--- src/rtl/tag_dir.sv ---
module tag_dir #(
  parameter int ADDR_W = 30,
  parameter int OFF_W  = 5,
  parameter int IDX_W  = 6,
  parameter int TAG_W  = 8
) (
  input  logic              clk,
  input  logic              rst,
  input  logic              invalidate_all,
  input  logic              lookup,
  input  logic [ADDR_W-1:0] lk_addr,
  input  logic              fill,
  input  logic [ADDR_W-1:0] fill_addr,
  input  logic              fill_corrupt,
  output logic              busy,
  output logic              rsp_valid,
  output logic              hit,
  output logic              hit_way,
  output logic              uncacheable,
  output logic              tag_error
);
  localparam int SETS = 1 << IDX_W;
  localparam int CEIL_W = OFF_W + IDX_W + TAG_W;
  localparam logic [ADDR_W:0] CEIL = (ADDR_W+1)'(1) << CEIL_W;

  logic [TAG_W:0]   ent_q [2][SETS];
  logic [SETS-1:0]  vld_q [2];
  logic [SETS-1:0]  rr_q;
  logic [IDX_W-1:0] sweep_q;

  wire [IDX_W-1:0] l_idx = lk_addr[OFF_W +: IDX_W];
  wire [TAG_W-1:0] l_tag = lk_addr[OFF_W+IDX_W +: TAG_W];
  wire             l_unc = {1'b0, lk_addr} >= CEIL;
  wire [IDX_W-1:0] f_idx = fill_addr[OFF_W +: IDX_W];
  wire [TAG_W-1:0] f_tag = fill_addr[OFF_W+IDX_W +: TAG_W];
  wire             f_unc = {1'b0, fill_addr} >= CEIL;

  wire go  = lookup & ~busy;
  wire fgo = fill & ~busy & ~f_unc;
  wire f_way = rr_q[f_idx];

  logic [1:0] match, bad;
  for (genvar w = 0; w < 2; w++) begin : g_way
    assign match[w] = vld_q[w][l_idx] && (ent_q[w][l_idx][TAG_W-1:0] == l_tag) && !l_unc;
    assign bad[w]   = ^ent_q[w][l_idx];
  end
  wire [1:0] good = match & ~bad;
  wire [1:0] errv = match & bad;

  always_ff @(posedge clk) begin
    if (rst) begin
      busy        <= 1'b1;
      sweep_q     <= '0;
      rsp_valid   <= 1'b0;
      hit         <= 1'b0;
      hit_way     <= 1'b0;
      uncacheable <= 1'b0;
      tag_error   <= 1'b0;
    end else begin
      rsp_valid   <= go;
      hit         <= go & (|good);
      hit_way     <= go & good[1] & ~good[0];
      uncacheable <= go & l_unc;
      tag_error   <= go & (|errv);
      if (busy) begin
        vld_q[0][sweep_q] <= 1'b0;
        vld_q[1][sweep_q] <= 1'b0;
        rr_q[sweep_q]     <= 1'b0;
        sweep_q           <= sweep_q + 1'b1;
        if (&sweep_q) busy <= 1'b0;
      end else begin
        if (invalidate_all) begin
          busy    <= 1'b1;
          sweep_q <= '0;
        end
        if (go) begin
          if (errv[0]) vld_q[0][l_idx] <= 1'b0;
          if (errv[1]) vld_q[1][l_idx] <= 1'b0;
        end
        if (fgo) begin
          ent_q[f_way][f_idx] <= {(^f_tag) ^ fill_corrupt, f_tag};
          vld_q[f_way][f_idx] <= 1'b1;
          rr_q[f_idx]         <= ~f_way;
        end
      end
    end
  end
endmodule


--- config.mk ---
export PLATFORM = sky130hd
export DESIGN_NAME = tag_dir
export DESIGN_NICKNAME = d
export VERILOG_FILES = /design/src/rtl/tag_dir.sv
export SDC_FILE = /design/constraint.sdc
export NUM_CORES = 2
export LEC_CHECK = 0
export ABC_AREA = 1
export BUFFER_PORTS_ARGS = -buffer_cell sky130_fd_sc_hd__buf_2
export CAP_MARGIN = 20
export CORE_ASPECT_RATIO = 1.2
export CORE_UTILIZATION = 50
export CTS_CLUSTER_DIAMETER = 120
export DETAILED_ROUTE_END_ITERATION = 7
export GPL_ROUTABILITY_DRIVEN = 0
export PLACE_DENSITY_LB_ADDON = 0.08
export SLEW_MARGIN = 20
export SYNTH_ARGS = -nofsm -noshare
export SYNTH_HDL_FRONTEND = slang
export SYNTH_SLANG_ARGS = --single-unit
--- constraint.sdc ---
create_clock -name clk -period 9.1 [get_ports clk]
set_clock_uncertainty 0.05 [all_clocks]
set_input_delay 0.455 -clock clk [delete_from_list [all_inputs] [get_ports clk]]
set_output_delay 0.455 -clock clk [all_outputs]
set_load 0.01 [all_outputs]
== After elaboration in Yosys (flattened, before gate mapping) ==
Memory sizes are Yosys's and may differ from the RTL's.
Index checks and enable logic that the tools add are counted.
Word-level totals
  RAM bits: 1280
  flip-flop bits (word level): 76
  memories kept: 2
Cells by class
  bitwise gates (word level): 149
  eq/ne operators: 2
  mux-type cells: 174
  reduce and logical (&&, ||, !) cells: 18
  $lt $le $gt $ge: 11
  add/subtract/negate cells: 1
Memory list
  ent_q: words 2, bits a word 576, read ports 2, clocked after Yosys merged registers in 0, wr ports 1, RTL line 26  | logic [TAG_W:0] ent_q [2][SETS];
  vld_q: words 2, bits a word 64, read ports 2, clocked after Yosys merged registers in 0, wr ports 3, RTL line 27  | logic [SETS-1:0] vld_q [2];
Operator list (count)
  576-bit 2-to-1 mux: 1
  64-bit 2-to-1 mux: 6
  1-bit 2-to-1 mux: 150
  1-bit OR: 128
  9-bit binary-select mux with 6-bit select: 2
  64-bit AND: 1
  64-bit bitwise mux: 1
  64-bit NOT: 1
  30-bit by 20-bit >= comparator with 1-bit output, second input constant: 2
  9-bit demux with 6-bit select: 1
  9-bit 2-to-1 mux: 5
  6-bit by 7-bit less-than comparator with 1-bit output, second input constant: 3
  1-bit binary-select mux with 6-bit select: 3
  1-bit demux with 6-bit select: 3
  6-bit by 1-bit >= comparator with 1-bit output, second input constant: 3
  9-bit parity: 2
  8-bit equality test: 2
  7-bit >= comparator, second input constant: 2
  6-bit NOT with 7-bit output: 2
  6-bit 2-to-1 mux: 2
  1-bit AND: 8
  1-bit logical AND: 8
  8-bit parity: 1
  7-bit by 1-bit less-than comparator with 1-bit output, second input constant: 1
  10 further kinds: 17

== Longest topological paths before layout ==
  depth in word-level cells: 14
  mapped depth: 26
  mapped depth without buffers: 21

== Worst setup path after synthesis ==
No wires, ideal clock.
  path type: input to register
  start: in fill_addr[6]
  end: mem ent_q[0][153] (netlist name), enable pin
  data arrival time: 2.770 ns
  stages on the path: 13
  path slack: 5.894 ns
  data required time: 8.663 ns
  library setup time: 0.387 ns
  path through: inv_1 > nand3_1 > clkinv_1 > a22o_1 > a221oi_1 > nand2_1 > nand2_1 > nand2_1 > nor2_1 > nand2_1 > clkbuf_1 > clkbuf_1 > nor3_1
On the way
  longest elaborated chain between the ends: 7
Ends and longest elaborated chain
  start, declared: RTL line 13  | input logic [ADDR_W-1:0] fill_addr,
  30-bit by 20-bit >= comparator with 1-bit output: RTL line 36  | wire f_unc = {1'b0, fill_addr} >= CEIL;
  1-bit NOT: RTL line 39  | wire fgo = fill & ~busy & ~f_unc;
  1-bit AND: RTL line 39
  1-bit 2-to-1 mux: RTL line 80  | if (fgo) begin
  1-bit 2-to-1 mux: RTL line 65  | if (busy) begin
  1-bit 2-to-1 mux: RTL line 51  | if (rst) begin
  576-bit 2-to-1 mux (not written as such): RTL line 81  | ent_q[f_way][f_idx] <= {(^f_tag) ^ fill_corrupt, f_tag};
  end, declared: RTL line 26
Several ways; a longest one is shown, not always the timed one. The select of a mux whose other input is x is not followed.

==> impl_metrics.yaml <==
clock_network:
  clk_path_buf_depth: 3
  cts_buffers: 141
  ctsRootBufferMaster: "clkbuf_16"
  path_clk_slew_ns: 0.06
  clk-insertion-delay-late_ns: 0.79
  post_cts_resized: 0
  cts_tree: "yes"
  cts.sinks: 1356
  h-tree-depth: 4
final_layout:
  area_growth_pct: 11.02
  drive_above_1_share: 0.09345
  fin_area_um2: 67090
  fillers: 10320
  nNetsFinal: 6170
  stdcell_count: 7771
power:
  p_int_mw: 10.48
  total_power_mw: 13.89
  power_switching_share: 0.2452
  pwr_density_cell_nw_per_um2: 207.0
  seqPwrFrac: 0.496
  vdd_drop_max_v: 0.0002001
  clockPowerShare: 0.417
  p_leak_nw: 25.48
  netSwitchingPower_mw: 3.404
  combPwrFrac: 0.087
worst_setup_path:
  worstSetupPathType: "input pin to flip-flop"
  cp_top_family: "simple AND/OR/NAND/NOR gates"
  critical_path_depth: 18
  ff2ff_path_depth: 12
  crit_fanout: 98
  crit_slowest_cell: "nand2_2"
  crit_required_ns: 9.73
  cp-start-kind: "input pin"
  reg2reg_from: "busy"
  cp-end-kind: "flip-flop"
  max_stage_delay_ns: 0.82
  cp-startpoint: "lk_addr[5]"
  path_cells: "buf_8 > inv_8 > nand2_2 > buf_4 > o22ai_1 > nor2_1 > o211ai_1 > o21ai_0 > nand2_1 > nor2_1 > nand2_1 > inv_1 > nand3_1 > nand2_2 > buf_4 > nand3_1 > nand3_1 > nand2_1"
  arrival_ns: 6.08
  path_buf_inv: 5
route:
  finalWirelength_um: 192500
  wl_met2_um: 89730
  num_vias: 45190
  ant_nets: 0
  drt_iter0_markers: 5082
  avgViaCountPerCell: 5.815
  wl_met1_um: 75770
  drc_errors: 0
  dr_wl_met3_um: 15430
  top_layer: "met5"
  dr.pass1.iters: 6
  wl_per_cell_um: 24.77
die:
  die_w_um: 319.4
  die_h_um: 382.8
  start_util: 0.5043
  io_pins: 72
  die-area_um2: 122300
  num_rows: 139
  fp.coreArea_um2: 119800
global_route:
  gr-total-overflow: 0
  antenna_found_initial: 9
  grt_max_degree: 183
  grt_pass1_vias: 42160
  grt_pass1_wl_um: 278900
  track_usage: 0.3137
placed_design:
  post-place-ws_ns: 3.170
  portBuffers: 61
  dp.cells: 7507
  hpwlAfterDp_um: 119500
  place_area_um2: 62440
logic_synthesis:
  ys_ff_latch: 1356
  yosysSeqAreaShare: 0.6506
  synth_area_um2: 60430
  synth_nets: 6164
  synth_edf_count: 1216
  synth_ff_type: "edfxtp_1"
  synth-warning-count: 0
  syn_inst: 6097
  async_reset_ff_frac: 0
  syn_avg_cell_area_um2: 9.912
  synth_cell_types: 45
sta:
  hold_violations: 0
  slew_headroom: 0.1703
  tightest_slew_ns: 1.232
  maxSlewViolCount: 0
  setup_violations: 0
  layout_setup_ws_ns: 3.654
  finalCritPeriodShare: 0.5985
  rsz0062_at_grt: "no"
  tns_ns: 0
  post-route-min-period_ns: 5.446
  clock.fmax_mhz: 183.6
run:
  maxCapViolations: 0
worst_hold_path:
  holdCritStartpoint: "invalidate_all"
  min_path_cells: 4
  worstHoldPathType: "input pin to flip-flop"
status:
  status: "finished, final reports clean"
## kinds of logic (layout without fill, tap and decap cells)
kind of cell | Yosys count | in the layout | share of synthesized area
AOI/OAI and AO/OA | 747 | 747 | 0.07563
xor gates and xnor gates | 11 | 11 | 0.001594
other | 0 | 3 | 0
DFF | 1356 | 1356 | 0.6506
adders and majority gates | 1 | 1 | 0.0002070
and+or+nand+nor | 3131 | 3131 | 0.2134
buffers and inverters | 851 | 971 | 0.05861
## registers in the layout, indices dropped and copies added, names as in the netlist
name and flops:
rsp_valid 1, rr_q 64, hit_way 1, tag_error 1, uncacheable 1, vld_q 128, hit 1, sweep_q 6
ent_q 1152, busy 1
## layout make-up
class	instances	area, µm²	area share
antenna	3	7.507	0.0001119
clock buffer	187	3908	0.05824
clock inverter	70	680.7	0.01014
inverter	509	1923	0.02866
multi-input combinational	3890	17810	0.2655
sequential	1356	39320	0.5861
tap	1551	1941	0.02892
timing repair buffer	205	1500	0.02236
## tightest hold or removal path: stages
cell and delay, ns:
buf_2 0.15, nand2_1 0.07, nand2_1 0.11, nor3b_1 0.06
## cell usage in the layout (no fill, tap or decap), types with 40 or more instances in the layout
cell,instances
o32ai_1,63
o21ai_1,195
o22ai_1,67
buf_4,143
buf_2,52
or2_2,107
nor3_1,84
inv_1,491
o21ai_0,189
nor2_1,1023
o211ai_1,160
edfxtp_1,1216
dfxtp_1,139
a21oi_1,40
nand3_1,441
clkbuf_16,146
nand2_1,1364
## repair_timing
| item | in CTS | in global routing |
|---|---|---|
| setup endpoints to repair | 0 | 0 |
| hold buffers | 2 | 0 |
| endpoints found under the hold margin | 18 | 0 |
| buffers inserted | 0 | 0 |
## cells in the mapped netlist, types with 67 or more instances
cell / instances / area [µm²]
inv_1: 494 / 1854
buf_2: 143 / 715.7
o211ai_1: 160 / 1201
nand3_1: 441 / 2207
o21ai_1: 195 / 975.9
o21ai_0: 189 / 945.9
dfxtp_1: 140 / 2803
clkbuf_1: 155 / 581.8
nor3_1: 107 / 535.5
nand2_1: 1370 / 5142
nor2_1: 1043 / 3915
o22ai_1: 67 / 419.2
edfxtp_1: 1216 / 36520
or2_2: 107 / 669.4
## metal layers
| metal | vias to the layer above | global-route usage |
|---|---|---|
| met2 | 2104 | 0.5023 |
| met5 | - | 0 |
| met4 | 6 | 0.1776 |
| met1 | 21920 | 0.4061 |
| li1 | 20660 | - |
| met3 | 499 | 0.05215 |
## worst paths after layout
kind / end / slack, ns
setup / recovery: vld_q[1][43] / 3.65
hold / removal: sweep_q[2] / 0.06
setup reg to reg: vld_q[1][33] / 4.45
hold reg to reg: vld_q[1][46] / 0.41
## metrics by stage
step / hold slack (ns) / util
global placement: 0.3989 / 0.5209
floorplan: 0.3879 / -
detailed placement: 0.4011 / 0.5211
global route: 0.07616 / 0.5599
CTS: 0.01424 / 0.5596
finish: 0.06044 / 0.5599
## power groups by stage
stage          logic (mW)  clock network [mW]  registers, mW
2_1_floorplan       0.691                   0           7.02
3_3_place_gp         1.16                   0           7.02
3_5_place_dp         1.17                   0           7.02
4_1_cts              1.18                5.86           6.89
5_1_grt              1.28                6.09           6.88
6_report             1.21                5.79           6.89
Note: power is estimated with default switching activity, not from simulation.
